### config.mk
export PLATFORM = sky130hd
export DESIGN_NAME = chan_sem
export DESIGN_NICKNAME = d
export VERILOG_FILES = /design/src/rtl/chan_sem_pkg.sv /design/src/rtl/chan_sem_decode.sv /design/src/rtl/chan_sem_arb.sv /design/src/rtl/chan_sem_rdata.sv /design/src/rtl/chan_sem.sv
export SDC_FILE = /design/constraint.sdc
export NUM_CORES = 1
export LEC_CHECK = 0
export BUFFER_PORTS_ARGS = -buffer_cell sky130_fd_sc_hd__buf_2
export CORE_MARGIN = 3
export CORE_UTILIZATION = 26
export DETAILED_ROUTE_END_ITERATION = 7
export GPL_TIMING_DRIVEN = 0
export PLACE_DENSITY = 0.72
export SYNTH_ARGS = -nofsm -noshare
export SYNTH_HDL_FRONTEND = slang
export SYNTH_SLANG_ARGS = --single-unit
### constraint.sdc
create_clock -name clk -period 1.2 [get_ports clk]
set_input_delay 0.36 -clock clk [delete_from_list [all_inputs] [get_ports clk]]
set_output_delay 0.36 -clock clk [all_outputs]
set_load 0.05 [all_outputs]
### src/rtl/chan_sem_pkg.sv
package chan_sem_pkg;

  typedef enum logic [1:0] {
    OWN_FREE = 2'b00,
    OWN_SW   = 2'b01,
    OWN_HW   = 2'b10
  } owner_e;

  // status bit returned to a reader: 0 means software holds the lock
  function automatic logic lock_status(input owner_e own_after);
    return (own_after != OWN_SW);
  endfunction

  // a release write must carry both control bits set
  function automatic logic is_release(input logic en_b, input logic st_b);
    return en_b & st_b;
  endfunction

endpackage

### src/rtl/chan_sem_decode.sv
module chan_sem_decode (
  input  logic bus_rd,
  input  logic bus_wr,
  input  logic wbit_en,
  input  logic wbit_st,
  output logic ev_rd_req,
  output logic ev_set_en,
  output logic ev_clr_en,
  output logic ev_release
);
  import chan_sem_pkg::*;

  always_comb begin
    ev_rd_req  = bus_rd & ~bus_wr;
    ev_set_en  = bus_wr & wbit_en;
    ev_clr_en  = bus_wr & ~wbit_en;
    ev_release = bus_wr & is_release(wbit_en, wbit_st);
  end
endmodule

### src/rtl/chan_sem_arb.sv
module chan_sem_arb
  import chan_sem_pkg::*;
(
  input  logic   clk,
  input  logic   rst_n,
  input  logic   ev_rd_req,
  input  logic   ev_set_en,
  input  logic   ev_clr_en,
  input  logic   ev_release,
  input  logic   hw_req,
  output logic   en_q,
  output owner_e own_q,
  output logic   en_n,
  output owner_e own_n,
  output logic   ev_acq_sw,
  output logic   ev_acq_hw,
  output logic   ev_rel_sw,
  output logic   ev_rel_hw
);

  always_comb begin
    en_n      = en_q;
    own_n     = own_q;
    ev_acq_sw = 1'b0;
    ev_acq_hw = 1'b0;
    ev_rel_sw = 1'b0;
    ev_rel_hw = 1'b0;
    if (ev_clr_en) begin
      en_n      = 1'b0;
      own_n     = OWN_FREE;
      ev_rel_sw = (own_q == OWN_SW);
      ev_rel_hw = (own_q == OWN_HW);
    end else begin
      if (ev_set_en) en_n = 1'b1;
      if (ev_release && own_q == OWN_SW) begin
        own_n     = OWN_FREE;
        ev_rel_sw = 1'b1;
      end else if (own_q == OWN_HW && !hw_req) begin
        own_n     = OWN_FREE;
        ev_rel_hw = 1'b1;
      end else if (en_q && own_q == OWN_FREE) begin
        if (hw_req) begin
          own_n     = OWN_HW;
          ev_acq_hw = 1'b1;
        end else if (ev_rd_req) begin
          own_n     = OWN_SW;
          ev_acq_sw = 1'b1;
        end
      end
    end
  end

  always_ff @(posedge clk) begin
    if (!rst_n) begin
      en_q  <= 1'b0;
      own_q <= OWN_FREE;
    end else begin
      en_q  <= en_n;
      own_q <= own_n;
    end
  end
endmodule

### src/rtl/chan_sem_rdata.sv
module chan_sem_rdata
  import chan_sem_pkg::*;
#(
  parameter int DATA_W   = 32,
  parameter int EN_BIT   = 31,
  parameter int LOCK_BIT = 30
) (
  input  logic              clk,
  input  logic              rst_n,
  input  logic              bus_rd,
  input  logic              en_n,
  input  owner_e            own_n,
  output logic [DATA_W-1:0] bus_rdata
);

  logic [DATA_W-1:0] word_n;

  always_comb begin
    word_n           = '0;
    word_n[EN_BIT]   = en_n;
    word_n[LOCK_BIT] = lock_status(own_n);
  end

  always_ff @(posedge clk) begin
    if (!rst_n) bus_rdata <= '0;
    else        bus_rdata <= bus_rd ? word_n : '0;
  end
endmodule

### src/rtl/chan_sem.sv
module chan_sem
  import chan_sem_pkg::*;
#(
  parameter int DATA_W   = 32,
  parameter int EN_BIT   = 31,
  parameter int LOCK_BIT = 30
) (
  input  logic              clk,
  input  logic              rst_n,
  input  logic              bus_rd,
  input  logic              bus_wr,
  input  logic [DATA_W-1:0] bus_wdata,
  output logic [DATA_W-1:0] bus_rdata,
  input  logic              hw_req,
  output logic              hw_gnt,
  output logic [1:0]        lock_owner
);

  logic   ev_rd_req, ev_set_en, ev_clr_en, ev_release;
  logic   ev_acq_sw, ev_acq_hw, ev_rel_sw, ev_rel_hw;
  logic   en_q, en_n;
  owner_e own_q, own_n;
  logic   unused_wbits;

  assign unused_wbits = ^bus_wdata;

  chan_sem_decode u_dec (
    .bus_rd     (bus_rd),
    .bus_wr     (bus_wr),
    .wbit_en    (bus_wdata[EN_BIT]),
    .wbit_st    (bus_wdata[LOCK_BIT]),
    .ev_rd_req  (ev_rd_req),
    .ev_set_en  (ev_set_en),
    .ev_clr_en  (ev_clr_en),
    .ev_release (ev_release)
  );

  chan_sem_arb u_arb (
    .clk        (clk),
    .rst_n      (rst_n),
    .ev_rd_req  (ev_rd_req),
    .ev_set_en  (ev_set_en),
    .ev_clr_en  (ev_clr_en),
    .ev_release (ev_release),
    .hw_req     (hw_req),
    .en_q       (en_q),
    .own_q      (own_q),
    .en_n       (en_n),
    .own_n      (own_n),
    .ev_acq_sw  (ev_acq_sw),
    .ev_acq_hw  (ev_acq_hw),
    .ev_rel_sw  (ev_rel_sw),
    .ev_rel_hw  (ev_rel_hw)
  );

  chan_sem_rdata #(
    .DATA_W   (DATA_W),
    .EN_BIT   (EN_BIT),
    .LOCK_BIT (LOCK_BIT)
  ) u_rd (
    .clk       (clk),
    .rst_n     (rst_n),
    .bus_rd    (bus_rd),
    .en_n      (en_n),
    .own_n     (own_n),
    .bus_rdata (bus_rdata)
  );

  assign lock_owner = own_q;
  assign hw_gnt     = (own_q == OWN_HW) | ~en_q;

endmodule

# After elaboration in Yosys (flattened, before gate mapping)
# Cells that the tools add are included.
dict set report classes {
  add_sub_neg 0
  multipliers 0
  div 0
  magnitude_cmp 0
  n_eq_ne 3
  shifts 0
  n_mux 8
  bitwise 9
  n_reduce_logical 6
}
# cell n
set ops {}
lappend ops {{$mux 2} 6}
lappend ops {{$and 1x1->1} 5}
lappend ops {{$logic_and 1x1->1} 3}
lappend ops {{$not 1->1} 3}
lappend ops {{$eq 2x1->1 const B} 1}
lappend ops {{$eq 2x2->1 const B} 1}
lappend ops {{$logic_not 2->1} 1}
lappend ops {{$mux 1} 2}
lappend ops {{$ne 2x1->1 const B} 1}
lappend ops {{$reduce_and 2->1} 1}
lappend ops {{$logic_not 1->1} 1}
lappend ops {{$or 1x1->1} 1}
dict set report word_totals {
  regBits 35
  latch_bits 0
  ramBits 0
  mem_bits_ro 0
  inputBits 37
  out_inout_bits 35
  wordCells 30
  n_memories 0
}

# Depth between registers and ports, before layout
dict set report depth {
  word_depth 9
  depth_mapped 3
  depth_no_buf 3
}

# By module
# A second synthesis with hierarchy kept.
dict set report unflattened {
  cells_unflattened 65
  hier_area_um2 516.7
}
# mod n_inst cells_each area_per_inst_um2 seq_area_each_um2
set by_module_without_submodules {}
lappend by_module_without_submodules {chan_sem_rdata 1 37 291.5 40.0}
lappend by_module_without_submodules {chan_sem_arb 1 22 182.7 60.1}
lappend by_module_without_submodules {chan_sem_decode 1 4 30.0 0.0}
lappend by_module_without_submodules {chan_sem 1 2 12.5 0.0}

# Worst setup path after synthesis
# Ideal clock, no wire load.
dict set report synth_timing {
  path_type {register -> output}
  start {register u_arb.own_q[1]}
  end {output port hw_gnt}
  arrival_ns 1.886
  required_ns 0.840
  slack_ns -1.046
  path_stages_with_launch 3
  path_buffers 0
  cell_sequence {dfxtp_1 inv_1 o21ai_0}
}
dict set report synth_via {
  elab_chain_len 2
}
# item line_no
set synth_rtl {}
lappend synth_rtl {{start: declaration} chan_sem_arb.sv:12} ;# output owner_e own_q,
lappend synth_rtl {{start signal: assignment} chan_sem_arb.sv:59} ;# own_q <= own_n;
lappend synth_rtl {{$eq 2x2->1} --}
lappend synth_rtl {{$or 1x1->1} chan_sem.sv:70} ;# assign hw_gnt = (own_q == OWN_HW) | ~en_q;
lappend synth_rtl {{end: declaration} chan_sem.sv:15} ;# output logic hw_gnt,
# No other way between the ends.

# Worst setup path in the final report
# Same ends and word-level chain as after synthesis.

==> flow_summary.toml <==
[clock_tree]
root_buffer = "clkbuf_4"
clock_sinks = 5
cts_buffers = 3
clkLatencyLatePin_ps = 230
clockBufferDepth = 2
cts_tree = "done"
cts_hold_buf = 0
clk_pin_slew_ps = 40
cts.htree.levels = 1

[critical_path]
crit_family = "flip-flops"
r2r-start = "u_arb.own_q[0]"
r2r_slack_ps = 90
path_depth = 3
setup.worst_path.start = "u_arb.own_q[1]"
crit_arrival_ps = 900
r2r_cells = 4
max_stage_delay_ps = 340
cp.required_ps = 840
path_max_fanout = 3
end_kind = "output port"
worstSetupPathType = "register to output port"
critPathBufInv = 2
setup.worst_path.start_class = "register"
critical-path-slowest-cell = "dfxtp_2"
crit_chain = "inv_2 > o21ai_4 > buf_8"

[placed_design]
dp_hpwl_um = 716
globalplace.congestion = 0.665
dpl_cell_area_um2 = 652
place_inst = 110
port_buffers = 11
pre_cts_ws_ps = 6.61

[timing]
finalCriticalPeriod_ps = 1260
fmaxAchievable_mhz = 791
finalHoldViolCount = 0
finalSetupViolations = 1
postLayoutSetupSlackWorst_ps = -64.2
timing.final.crit_share = 1.05
maxSlewViolCount = 0
fin_skew_ps = 0.379
rsz0062_at_grt = "true"
fin_setup_tns_ps = -64.2

[floorplanning]
die-area_um2 = 2280
ios = 72
coreArea_um2 = 1580
initial_core_util = 0.288
rows = 14
die_w_um = 47.8
fp.dieH_um = 47.8

[grt]
gr-usage-met1 = 0.0804
grtUsageTotal = 0.0796
antenna_found_initial = 0
grt_pass1_wl_um = 1150
grt_max_degree = 6
overflow = 0
use_met2 = 0.106
top_usage_layer = "met2"
met3_usage = 0.0639
first_global_vias = 305

[logic_synthesis]
synth_common_cells = "buf_4, dfxtp_1, and2_1, nand2_1, o21ai_0"
yosys.area.top_type = "buf_4"
async_flop_share = 0
synth_cell_types = 18
synth_warnings = 0
avgSynthCellArea_um2 = 8.41
syn_area_um2 = 454
synth_edf_count = 0
ys_seq_area_frac = 0.220
synth_top_area_share = 0.496
ys_top_cells_by_area = "buf_4, dfxtp_1, and2_1, and4b_1, mux2i_1"
synth_cells = 54
ys_ff_latch = 5
yosysMostFrequentCell = "buf_4"
synth_ff_type = "dfxtp_1"

[cells_and_area]
layout.nets = 139
area_delta_synth_final_pct = 60.1
fillers = 159
postLayoutCoreUtil = 0.461
design_area_um2 = 727
instances_no_fill = 117
antenna_cells = 0
drive_gt1_frac = 0.535

[job]
maxCapViolCount = 0

[route]
drt-wirelength-per-cell_um = 7.23
vias = 379
dr.pass1.iters = 4
drc = 0
drt_iter0_drc = 2
postRouteAntennaNets = 0
viasPerCell = 3.24
totalWireLength_um = 846

[worst_hold_path]
hold-path-cell-count = 2
hold_path_class = "input port to register"
min_from = "bus_rd"

[power_and_ir_drop]
ir_drop_v = 0.000377
p_leak_nw = 0.455
p_per_area_nw_per_um2 = 1000

[run_status]
outcome = "complete, but fails checks"
violations = "negative setup slack"
-- worst reg2reg max path: stages, from the launching register on --
cell and delay [ps]:
dfxtp_4 360, buf_4 140, and4b_1 220, nor3_4 150, and3_1 170
-- per-layer routing --
layer | part of all wire | wire length (um)
met1 | 0.37 | 309
met2 | 0.45 | 378
met3 | 0.18 | 149
met4 | 0.011 | 9
met5 | 0 | 0
-- cells in the final DEF (no fill, tap or decap) --
master	netlist	routed
nand2_1	2	2
and2_1	2	2
clkbuf_1	0	1
o21ai_4	0	1
conb_1	1	30
dfxtp_1	5	3
nor2b_2	1	1
dfxtp_2	0	1
o21ai_0	2	1
clkbuf_4	0	3
mux2i_1	1	1
o21a_1	1	1
nor2b_1	1	1
and4b_1	1	1
nor3_4	0	1
buf_2	0	9
and3_1	1	1
buf_8	0	1
o211a_1	1	1
nor3b_2	0	1
buf_4	30	34
inv_2	0	1
nor4bb_1	1	1
dfxtp_4	0	1
a21oi_1	1	1
-- area by class of cell --
class                   count  area [um2]  area share
clock buffers               4        26.3      0.0361
inverters                   1        3.75     0.00516
multi-input cells          47         256       0.353
well taps                  16        20.0      0.0275
plain buffers              30         225       0.310
flip-flops and latches      5         105       0.145
repair buffers             14        90.1       0.124
-- worst paths after layout --
path / end
worst max-delay path: hw_gnt
worst min-delay path: u_rd.bus_rdata[31]
worst max register to register: u_arb.own_q[1]
worst min register to register: u_arb.own_q[0]
-- report_power, final --
group          switching (mW)  leakage (nW)  internal [mW]
registers             0.00525        0.0422          0.172
logic                   0.262         0.397          0.101
clock network          0.0616        0.0150          0.125
-- logic make-up after synthesis --
logic type             after synthesis  share of synthesized area
buffers and inverters               31                      0.504
and+or+nand+nor                     11                      0.174
AOI/OAI and AO/OA                    5                     0.0716
DFF                                  5                      0.220
muxes                                1                     0.0220
other                                1                    0.00826
-- timing repair --
item	4_1_cts	5_1_grt
cloned	0	0
endpoints found under the hold margin	0	0
setup buffers	3	0
resized for setup	5	3
setup endpoints to repair	3	4
-- through the flow --
| stage | hold WS, ps | power [mW] |
|---|---|---|
| final | 360 | 0.727 |
| after global routing | 361 | 0.767 |
| after CTS | 354 | 0.728 |
| after detailed placement | 586 | 0.529 |
| after global placement | 572 | 0.528 |
| after floorplan | 476 | 0.505 |
-- sequential cells by signal, summed over array words and instances, names as in the netlist --
signal          flops
u_arb.own_q         2
u_rd.bus_rdata      2
u_arb.en_q          1
Note: power is estimated with default switching activity, not from simulation.
